### src/rtl/esc_timer_pkg.sv
`timescale 1ns/1ps
package esc_timer_pkg;
   typedef enum logic [2:0] {
      ST_IDLE = 3'd0,
      ST_WAIT = 3'd1,
      ST_PH0  = 3'd2,
      ST_PH1  = 3'd3,
      ST_PH2  = 3'd4,
      ST_PH3  = 3'd5,
      ST_TERM = 3'd6
   } esc_state_e;

   localparam int unsigned NUM_PHASES = 4;
endpackage

### src/rtl/esc_class_gate.sv
`timescale 1ns/1ps
// Effective class enable: master bit and at least one output enable.
module esc_class_gate #(
   parameter int unsigned N_SIG = 4
) (
   input  logic             master_i,
   input  logic [N_SIG-1:0] sig_en_i,
   output logic             class_on_o
);
   if (N_SIG < 1) begin : g_bad_nsig
      $error("esc_class_gate: N_SIG must be at least 1");
   end

   logic any_sig;
   always_comb begin
      any_sig = 1'b0;
      for (int j = 0; j < N_SIG; j++) any_sig = any_sig | sig_en_i[j];
   end

   assign class_on_o = master_i & any_sig;
endmodule

### src/rtl/esc_phase_fsm.sv
`timescale 1ns/1ps
// Sequencer: idle, interrupt timeout wait, four phases, terminal.
module esc_phase_fsm
   import esc_timer_pkg::*;
#(
   parameter int unsigned CNT_W = 32
) (
   input  logic                        clk_i,
   input  logic                        rst_ni,
   input  logic                        class_on_i,
   input  logic                        trig_i,
   input  logic                        irq_i,
   input  logic                        clr_i,
   input  logic [CNT_W-1:0]            tmo_i,
   input  logic [NUM_PHASES*CNT_W-1:0] dur_i,
   output esc_state_e                  state_o,
   output logic [CNT_W-1:0]            cnt_o,
   output logic                        phase_act_o,
   output logic [1:0]                  phase_idx_o
);
   localparam logic [CNT_W-1:0] ONE = CNT_W'(1);

   if (CNT_W < 2 || CNT_W > 64) begin : g_bad_cntw
      $error("esc_phase_fsm: CNT_W must lie in 2..64");
   end

   esc_state_e       state_q, state_d;
   logic [CNT_W-1:0] cnt_q, cnt_d;
   logic [CNT_W-1:0] dur_arr [NUM_PHASES];
   logic [CNT_W-1:0] dur_eff;
   logic             phase_act;
   logic [1:0]       phase_idx;

   for (genvar p = 0; p < NUM_PHASES; p++) begin : g_dur
      assign dur_arr[p] = dur_i[p*CNT_W +: CNT_W];
   end

   always_comb begin
      phase_act = 1'b1;
      phase_idx = 2'd0;
      case (state_q)
         ST_PH0:  phase_idx = 2'd0;
         ST_PH1:  phase_idx = 2'd1;
         ST_PH2:  phase_idx = 2'd2;
         ST_PH3:  phase_idx = 2'd3;
         default: phase_act = 1'b0;
      endcase
   end

   assign dur_eff = (dur_arr[phase_idx] == '0) ? ONE : dur_arr[phase_idx];

   always_comb begin
      state_d = state_q;
      cnt_d   = cnt_q;
      case (state_q)
         ST_IDLE: begin
            if (class_on_i && trig_i) begin
               state_d = ST_PH0;
               cnt_d   = ONE;
            end else if (class_on_i && irq_i && (tmo_i != '0)) begin
               state_d = ST_WAIT;
               cnt_d   = ONE;
            end
         end
         ST_WAIT: begin
            if (class_on_i && trig_i) begin
               state_d = ST_PH0;
               cnt_d   = ONE;
            end else if (!class_on_i || clr_i || !irq_i) begin
               state_d = ST_IDLE;
               cnt_d   = '0;
            end else if (cnt_q >= tmo_i) begin
               state_d = ST_PH0;
               cnt_d   = ONE;
            end else begin
               cnt_d = cnt_q + ONE;
            end
         end
         ST_PH0, ST_PH1, ST_PH2, ST_PH3: begin
            if (cnt_q >= dur_eff) begin
               if (state_q == ST_PH3) begin
                  state_d = ST_TERM;
                  cnt_d   = '0;
               end else begin
                  state_d = esc_state_e'(state_q + 3'd1);
                  cnt_d   = ONE;
               end
            end else begin
               cnt_d = cnt_q + ONE;
            end
         end
         ST_TERM: begin
            if (clr_i) begin
               state_d = ST_IDLE;
               cnt_d   = '0;
            end
         end
         default: begin
            state_d = ST_IDLE;
            cnt_d   = '0;
         end
      endcase
   end

   always_ff @(posedge clk_i or negedge rst_ni) begin
      if (!rst_ni) begin
         state_q <= ST_IDLE;
         cnt_q   <= '0;
      end else begin
         state_q <= state_d;
         cnt_q   <= cnt_d;
      end
   end

   assign state_o     = state_q;
   assign cnt_o       = cnt_q;
   assign phase_act_o = phase_act;
   assign phase_idx_o = phase_idx;

   assert_start_R2: assert property (@(posedge clk_i) disable iff (!rst_ni)
      (state_q == ST_IDLE && class_on_i && trig_i) |=> (state_q == ST_PH0 && cnt_q == ONE));

   assert_wait_count_R4: assert property (@(posedge clk_i) disable iff (!rst_ni)
      (state_q == ST_WAIT && class_on_i && !trig_i && !clr_i && irq_i && cnt_q < tmo_i)
      |=> (state_q == ST_WAIT && cnt_q == $past(cnt_q) + ONE));

   assert_wait_exit_R5: assert property (@(posedge clk_i) disable iff (!rst_ni)
      (state_q == ST_WAIT && !trig_i && (clr_i || !irq_i)) |=> (state_q == ST_IDLE && cnt_q == '0));

   assert_trig_wins_R6: assert property (@(posedge clk_i) disable iff (!rst_ni)
      (state_q == ST_WAIT && class_on_i && trig_i) |=> (state_q == ST_PH0));

   assert_idle_gated_R7: assert property (@(posedge clk_i) disable iff (!rst_ni)
      (state_q == ST_IDLE && !class_on_i) |=> (state_q == ST_IDLE));

   assert_phase_step_R9: assert property (@(posedge clk_i) disable iff (!rst_ni)
      phase_act |=> (state_q == $past(state_q) || {1'b0, state_q} == {1'b0, $past(state_q)} + 4'd1));

   assert_term_hold_R10: assert property (@(posedge clk_i) disable iff (!rst_ni)
      (state_q == ST_TERM && !clr_i) |=> (state_q == ST_TERM && cnt_q == '0));

   assert_term_clear_R10: assert property (@(posedge clk_i) disable iff (!rst_ni)
      (state_q == ST_TERM && clr_i) |=> (state_q == ST_IDLE && cnt_q == '0));
endmodule

### src/rtl/esc_sig_map.sv
`timescale 1ns/1ps
// Routes the active phase to one escalation output through the map.
module esc_sig_map #(
   parameter int unsigned N_SIG  = 4,
   parameter int unsigned MAP_W  = 2,
   parameter int unsigned N_PH   = 4
) (
   input  logic                  phase_act_i,
   input  logic [1:0]            phase_idx_i,
   input  logic [N_PH*MAP_W-1:0] map_i,
   input  logic [N_SIG-1:0]      sig_en_i,
   output logic [N_SIG-1:0]      esc_o
);
   if (MAP_W < 1 || (1 << MAP_W) < N_SIG) begin : g_bad_mapw
      $error("esc_sig_map: MAP_W too narrow for N_SIG");
   end

   logic [MAP_W-1:0] sel;
   always_comb begin
      sel = '0;
      for (int p = 0; p < N_PH; p++) begin
         if (phase_idx_i == 2'(p)) sel = map_i[p*MAP_W +: MAP_W];
      end
   end

   for (genvar j = 0; j < N_SIG; j++) begin : g_out
      assign esc_o[j] = phase_act_i & sig_en_i[j] & (sel == MAP_W'(j));
   end
endmodule

### src/rtl/class_esc_timer.sv
`timescale 1ns/1ps
module class_esc_timer
   import esc_timer_pkg::*;
#(
   parameter int unsigned CNT_W = 32,
   parameter int unsigned N_SIG = 4,
   localparam int unsigned MAP_W = (N_SIG > 1) ? $clog2(N_SIG) : 1
) (
   input  logic                        clk_i,
   input  logic                        rst_ni,
   input  logic                        trig_i,
   input  logic                        irq_i,
   input  logic                        clr_i,
   input  logic                        class_en_i,
   input  logic [N_SIG-1:0]            sig_en_i,
   input  logic [CNT_W-1:0]            tmo_cyc_i,
   input  logic [NUM_PHASES*CNT_W-1:0] phase_cyc_i,
   input  logic [NUM_PHASES*MAP_W-1:0] map_i,
   output logic [N_SIG-1:0]            esc_o,
   output logic [2:0]                  state_o,
   output logic [CNT_W-1:0]            cnt_o
);
   if (N_SIG < 2 || N_SIG > 16) begin : g_bad_nsig
      $error("class_esc_timer: N_SIG must lie in 2..16");
   end

   logic       class_on;
   esc_state_e state;
   logic       phase_act;
   logic [1:0] phase_idx;

   esc_class_gate #(.N_SIG(N_SIG)) u_gate (
      .master_i   (class_en_i),
      .sig_en_i   (sig_en_i),
      .class_on_o (class_on)
   );

   esc_phase_fsm #(.CNT_W(CNT_W)) u_fsm (
      .clk_i       (clk_i),
      .rst_ni      (rst_ni),
      .class_on_i  (class_on),
      .trig_i      (trig_i),
      .irq_i       (irq_i),
      .clr_i       (clr_i),
      .tmo_i       (tmo_cyc_i),
      .dur_i       (phase_cyc_i),
      .state_o     (state),
      .cnt_o       (cnt_o),
      .phase_act_o (phase_act),
      .phase_idx_o (phase_idx)
   );

   esc_sig_map #(.N_SIG(N_SIG), .MAP_W(MAP_W), .N_PH(NUM_PHASES)) u_map (
      .phase_act_i (phase_act),
      .phase_idx_i (phase_idx),
      .map_i       (map_i),
      .sig_en_i    (sig_en_i),
      .esc_o       (esc_o)
   );

   assign state_o = state;

   assert_single_esc_R8: assert property (@(posedge clk_i) disable iff (!rst_ni)
      $onehot0(esc_o));

   assert_quiet_outside_R8: assert property (@(posedge clk_i) disable iff (!rst_ni)
      (state_o < 3'd2 || state_o > 3'd5) |-> (esc_o == '0));

   assert_reset_state_R1: assert property (@(posedge clk_i)
      !rst_ni |-> (state_o == 3'd0 && cnt_o == '0 && esc_o == '0));
endmodule

### config.mk
export PLATFORM = sky130hd
export DESIGN_NAME = class_esc_timer
export DESIGN_NICKNAME = d
export VERILOG_FILES = /design/src/rtl/esc_timer_pkg.sv /design/src/rtl/esc_class_gate.sv /design/src/rtl/esc_phase_fsm.sv /design/src/rtl/esc_sig_map.sv /design/src/rtl/class_esc_timer.sv
export SDC_FILE = /design/constraint.sdc
export NUM_CORES = 1
export LEC_CHECK = 0
export BUFFER_PORTS_ARGS = -buffer_cell sky130_fd_sc_hd__buf_2
export CAP_MARGIN = 30
export CORE_ASPECT_RATIO = 0.6
export CORE_MARGIN = 10
export CORE_UTILIZATION = 50
export DETAILED_ROUTE_END_ITERATION = 12
export GPL_TIMING_DRIVEN = 1
export PLACE_DENSITY = 0.84
export SETUP_SLACK_MARGIN = 0.2
export SKIP_LAST_GASP = 1
export SLEW_MARGIN = 5
export SYNTH_ARGS = -nofsm -noshare
export SYNTH_HDL_FRONTEND = slang
export SYNTH_HIERARCHICAL = 1
export SYNTH_SLANG_ARGS = --single-unit
### constraint.sdc
create_clock -name clk_i -period 8.86 [get_ports clk_i]
set_input_delay 0.443 -clock clk_i [delete_from_list [all_inputs] [get_ports clk_i]]
set_output_delay 0.443 -clock clk_i [all_outputs]
set_load 0.01 [all_outputs]
; ---- After elaboration in Yosys (flattened, before gate mapping)
; Cells that the tools add are included.
[classes]
n_addsub = 2
n_mul = 0
div = 0
n_lt_le_gt_ge = 3
n_eq_ne = 16
shifts = 0
n_mux = 28
bitwise_logic = 13
n_reduce_logical = 15
[ops]
columns = operator, n
row1 = $mux 32, 10
row2 = $pmux 32 s4, 1
row3 = $bmux 32 s2, 1
row4 = $ge 32x32->1, 2
row5 = $add 32x1->32 const B, 1
row6 = $logic_not 32->1, 1
row7 = $reduce_bool 32->1, 1
row8 = $mux 3, 8
row9 = $pmux 3 s4, 1
row10 = $and 1x1->1, 9
row11 = $eq 3x3->1 const B, 3
row12 = $eq 2x2->1 const B, 4
row13 = $mux 2, 4
row14 = $eq 3x2->1 const B, 2
row15 = $pmux 2 s3, 1
row16 = $eq 2x1->1 const B, 2
row17 = $logic_not 2->1, 2
row18 = $ne 4x1->1 const B, 1
row19 = $reduce_and 4->1, 1
row20 = $reduce_or 4->1, 1
row21 = $add 3x1->3 const B, 1
row22 = $eq 3x1->1 const B, 1
row23 = $ge 3x3->1 const B, 1
row24 = $logic_and 1x1->1, 3
row25 = other kinds (10), 15
[word_totals]
ff_bits = 35
latchBits = 0
mem_bits_rw = 0
romBits = 0
inputBits = 178
out_inout_bits = 39
elab_cells = 79
memories = 0

; ---- Depth between registers and ports, before layout
[depth]
ltp_word = 11
ltp_mapped = 20

; ---- By module
; Netlist, hierarchy kept.
[by_module_without_submodules]
columns = module, instances, cells_per_inst, area_per_inst_um2
row1 = esc_phase_fsm, 1, 522, 4707.0
row2 = esc_sig_map, 1, 14, 111.4
row3 = esc_class_gate, 1, 1, 11.3

; ---- Least setup slack after synthesis
; Ideal clock, no wire load.
[synth_path]
path_type = register to register
start = reg u_fsm.state_q[1], in the netlist u_fsm/state_o[1]
end = reg u_fsm.cnt_q[25], in the netlist u_fsm/cnt_o[25]
t_arrival_ns = 3.995
t_required_ns = 8.756
setup_slack_ns = 4.761
path_stages_with_launch = 18
path_buffers = 1
path_cell_list = dfrtp_1 > inv_1 > ha_1 > and2_1 > nor2_2 > buf_2 > mux4_2 > nor4_1 > nand4_1 > o21bai_1 > ha_1 > o21ai_0 > a221o_1 > a31oi_2 > or2_4 > o2bb2ai_2 > nand2_2 > o311ai_1
[synth_between]
elab_chain_cells = 11
word_cells_on_any_way = 21
cone_classes = order compare (1) / eq/ne (8) / mux (7) / bitwise (1) / reduce/logical (4)
[synth_rtl]
columns = element, line
row1 = start: declaration, esc_phase_fsm.sv:27  ; esc_state_e state_q, state_d;
row2 = start signal: assignment, esc_phase_fsm.sv:110  ; state_q <= state_d;
row3 = $eq 3x3->1 or $eq 3x2->1 (tied branches), "esc_phase_fsm.sv:41, esc_phase_fsm.sv:55"
row4 = $pmux 2 s3, esc_phase_fsm.sv:41  ; case (state_q)
row5 = $not 2->3 (not written as such), esc_phase_fsm.sv:50  ; assign dur_eff = (dur_arr[phase_idx] == '0) ? ONE : dur_arr[phase_idx];
row6 = $bmux 32 s2, esc_phase_fsm.sv:50
row7 = $mux 32 (not written as such) (2 in series), esc_phase_fsm.sv:50
row8 = $logic_not 32->1, esc_phase_fsm.sv:50
row9 = $mux 32, esc_phase_fsm.sv:50
row10 = $ge 32x32->1, esc_phase_fsm.sv:80  ; if (cnt_q >= dur_eff) begin
row11 = $mux 32, esc_phase_fsm.sv:80
row12 = $pmux 32 s4, esc_phase_fsm.sv:55  ; case (state_q)
row13 = end signal: assignment, esc_phase_fsm.sv:111  ; cnt_q <= cnt_d;
row14 = end: declaration, esc_phase_fsm.sv:28  ; logic [CNT_W-1:0] cnt_q, cnt_d;
; Parallel ways exist; a longest one is shown, timed or not. The select of a mux whose other input is x is not followed.
; A chain may end at the register's enable or synchronous reset.

; ---- Final worst setup path
[layout_path]
start = reg u_fsm.state_q[1], in the netlist u_fsm/state_o[1]
end = reg u_fsm.cnt_q[28], in the netlist u_fsm/cnt_o[28]
; The elaborated chain is that of the path after synthesis.

==> metrics.txt <==
status=complete, no violations; via count=5,367; sequential area share after synthesis=0.181; Synth Instances=between 500 and 600; drc violations=0; worst slew pin tran=between 1000 and 1500 ps; Tot GR Track Use=0.242; number of synthesized flops with an enable pin=0; relative slew slack=0.312; vias in the first global route=5,598; post-route ant nets=0; Row Count=27; register bit count reported by yosys=35; number of buffers created by CTS=5; mean post-synth cell area=between 8 and 9 µm²; nets=998; DR iter-0 viols=453; final clock skew=4.29 ps; Crit path largest cell delay=about 810 ps; clk sink count=35; H-tree Lvls=2; max_cap viols=0; WP data required=about 9000 ps; CTS tree=done; setup TNS=0 ps; f_max=between 0.15 and 0.2 GHz; n_diodes=0; share of layout cells above drive strength 1=0.383; ranking of synthesized cells by area=dfrtp_1 18%, ha_1 18%, mux4_2 15%; FF-to-FF Start=u_fsm/state_o[1]$_DFFE_PN0P_; pwr/cell area=about 150 nW/µm²; num ports=217; most common cell after layout, fill and taps aside=buf_2; first-pass GRT wire length=about 28,000 µm; die area=approximately 14,000 µm²; R2R cell count=17; ys async rst share=1.00; clk slew on worst S/H paths=60 ps; slack of the worst reg-to-reg path=between 3000 and 4000 ps; TritonRoute pass-1 iters=5; hold crit path type=primary input to async pin; largest net degree at the start of global routing=39; clk root buf=clkbuf_16; unique cell type count in the Yosys netlist=64; Starting Density=0.520; most frequent CP cell=ha_1; Worst VDD drop=around 0.00015 V; HPWL after DPL=15,100 µm; Layout area overhead=28.6%; Multi-input gate area=3590 µm²; endpoints failing hold=0; Worst EP arrival=approximately 5900 ps; antenna violations before repair=0; CP Class=flop to flop; Place WS=roughly 3300 ps; Worst setup SP type=flop; slowest stage cell, crit path=o2bb2ai_2; fin crit share=0.644; crit-path cells=inv_1 -> ha_1 -> and2_1 -> nor2_4 -> buf_4 -> mux4_2 -> nor4_1 -> nand4_1 -> o21bai_1 -> ha_1 -> o21ai_0 -> a221o_1 -> a31oi_2 -> or2_4 -> o2bb2ai_2 -> nand2_2 -> o311ai_1; unrepaired setup endpoints after global routing=no; commonest cells after routing, fill and taps aside=216 x buf_2, 77 x inv_1, 70 x ha_1; post-CTS setup buffers=0; Final min period=approximately 5700 ps; DIE HEIGHT=96.1 µm; Clock Path Buffers=2; element type at the critical path end=flop; worst-skew pair later-pin latency=between 200 and 300 ps; top_reg_cell synth=dfrtp_1; DR vias/cell=6.09; grt ovf=0; Port-buffer cells=216; die width=~150 µm; fillcell total=761; Synth top area share=0.181; CTS resizes=0; CP Max Fanout=32; max-slew violations=0; area of the mapped netlist=4830 µm²; area leader, netlist=dfrtp_1; RR Endpoint=u_fsm/cnt_o[28]$_DFFE_PN0P_; synth warn=6; core area=9290 µm²; Final Setup Violations=0; Final Wtd Congestion=0.962; Mapped Nets=between 700 and 800; aggregate routed wire length=18,200 µm; Register Area=876 µm²; Avg WL per Cell=20.6 µm; Post-CTS Hold Fix Bufs=0; fin worst setup slack=3150 ps; Leakage=3.35 nW
-- state kept, by name (all words and copies together), names as in the netlist --
name and cells:
u_fsm/cnt_o 32, u_fsm/state_o 3
-- cell usage after synthesis (2+ instances only) --
master and instances:
nor2_1 19, buf_6 3, a31oi_1 4, and4_1 5
dfrtp_1 35, nor4b_1 2, ha_1 70, o22ai_1 3
nor4_1 19, clkbuf_1 6, nand3_1 25, o2111ai_1 2
o21ai_1 7, nand2_2 2, buf_2 4, and2_1 4
nor2b_1 9, a221o_1 8, nor3_1 11, mux2_2 2
nand2b_1 3, o311ai_1 4, nand2_1 39, inv_1 77
a21o_1 5, nor4_4 2, o21ai_0 21, a21oi_1 35
o2bb2ai_1 3, or2_4 2, mux4_2 33, a211oi_1 4
a22o_1 9, nand4_1 15, and3_1 14, o311ai_2 3
-- critical path: cells and delay by family (launching register included) --
kind                       cells  cell delay, ps
and+or+nand+nor                6            1630
adders and majority gates      2             500
AOI/OAI and AO/OA              6            1860
DFF                            1             390
buffers and inverters          2             580
muxes                          1             600
-- cell type report --
cell class	instances	share of cell area
Clock buffer	5	0.0201
Clock inverter	3	0.00322
Inverter	78	0.0471
Multi-Input combinational cell	410	0.578
Sequential cell	35	0.141
Tap cell	130	0.0262
Timing Repair Buffer	220	0.184
-- logic make-up (layout without fill, tap and decap cells) --
family                   Yosys count  in the layout  synth area share
adder cells (fa/ha/maj)           70             70             0.181
multiplexers                      36             36             0.161
AND/OR/NAND/NOR                  182            182             0.217
buffers and inverters             92            306            0.0780
flip-flops                        35             35             0.181
AO/OA/AOI/OAI                    122            122             0.181
-- how the worst max path moves through the flow --
stage,slack (ps),startpoint,to,depth (start not counted)
final,3150,u_fsm/state_o[1]$_DFFE_PN0P_,u_fsm/cnt_o[28]$_DFFE_PN0P_,17
after global placement,3600,u_fsm/state_o[0]$_DFFE_PN0P_,u_fsm/cnt_o[28]$_DFFE_PN0P_,16
after CTS,3310,u_fsm/state_o[1]$_DFFE_PN0P_,u_fsm/cnt_o[25]$_DFFE_PN0P_,17
after detailed placement,3340,u_fsm/state_o[1]$_DFFE_PN0P_,u_fsm/cnt_o[28]$_DFFE_PN0P_,17
after floorplan,4760,u_fsm/state_o[1]$_DFFE_PN0P_,u_fsm/cnt_o[25]$_DFFE_PN0P_,17
after global routing,2770,u_fsm/state_o[1]$_DFFE_PN0P_,u_fsm/cnt_o[25]$_DFFE_PN0P_,18
-- stage by stage --
stage          area (µm²)  instances   util  total power (W)  hold WS [ps]
2_1_floorplan        4830        537      -         0.000580           147
3_3_place_gp         6020        871  0.648         0.000702           568
3_5_place_dp         6020        871  0.648         0.000718           571
4_1_cts              6160        879  0.663         0.000899           257
5_1_grt              6210        881  0.668         0.000983           309
6_report             6210        881  0.668         0.000922           242
-- layer usage --
layer  share of wire  global-route usage
met1            0.40               0.291
met2            0.49               0.419
met3            0.10              0.0749
met4           0.013              0.0580
met5               0                   0
-- power breakdown --
part	switching [W]	total, W	internal (W)
clock network	0.0000745	0.000178	0.000104
registers	0.0000165	0.000187	0.000170
logic	0.000323	0.000557	0.000234
Note: power is estimated with default switching activity, not from simulation.
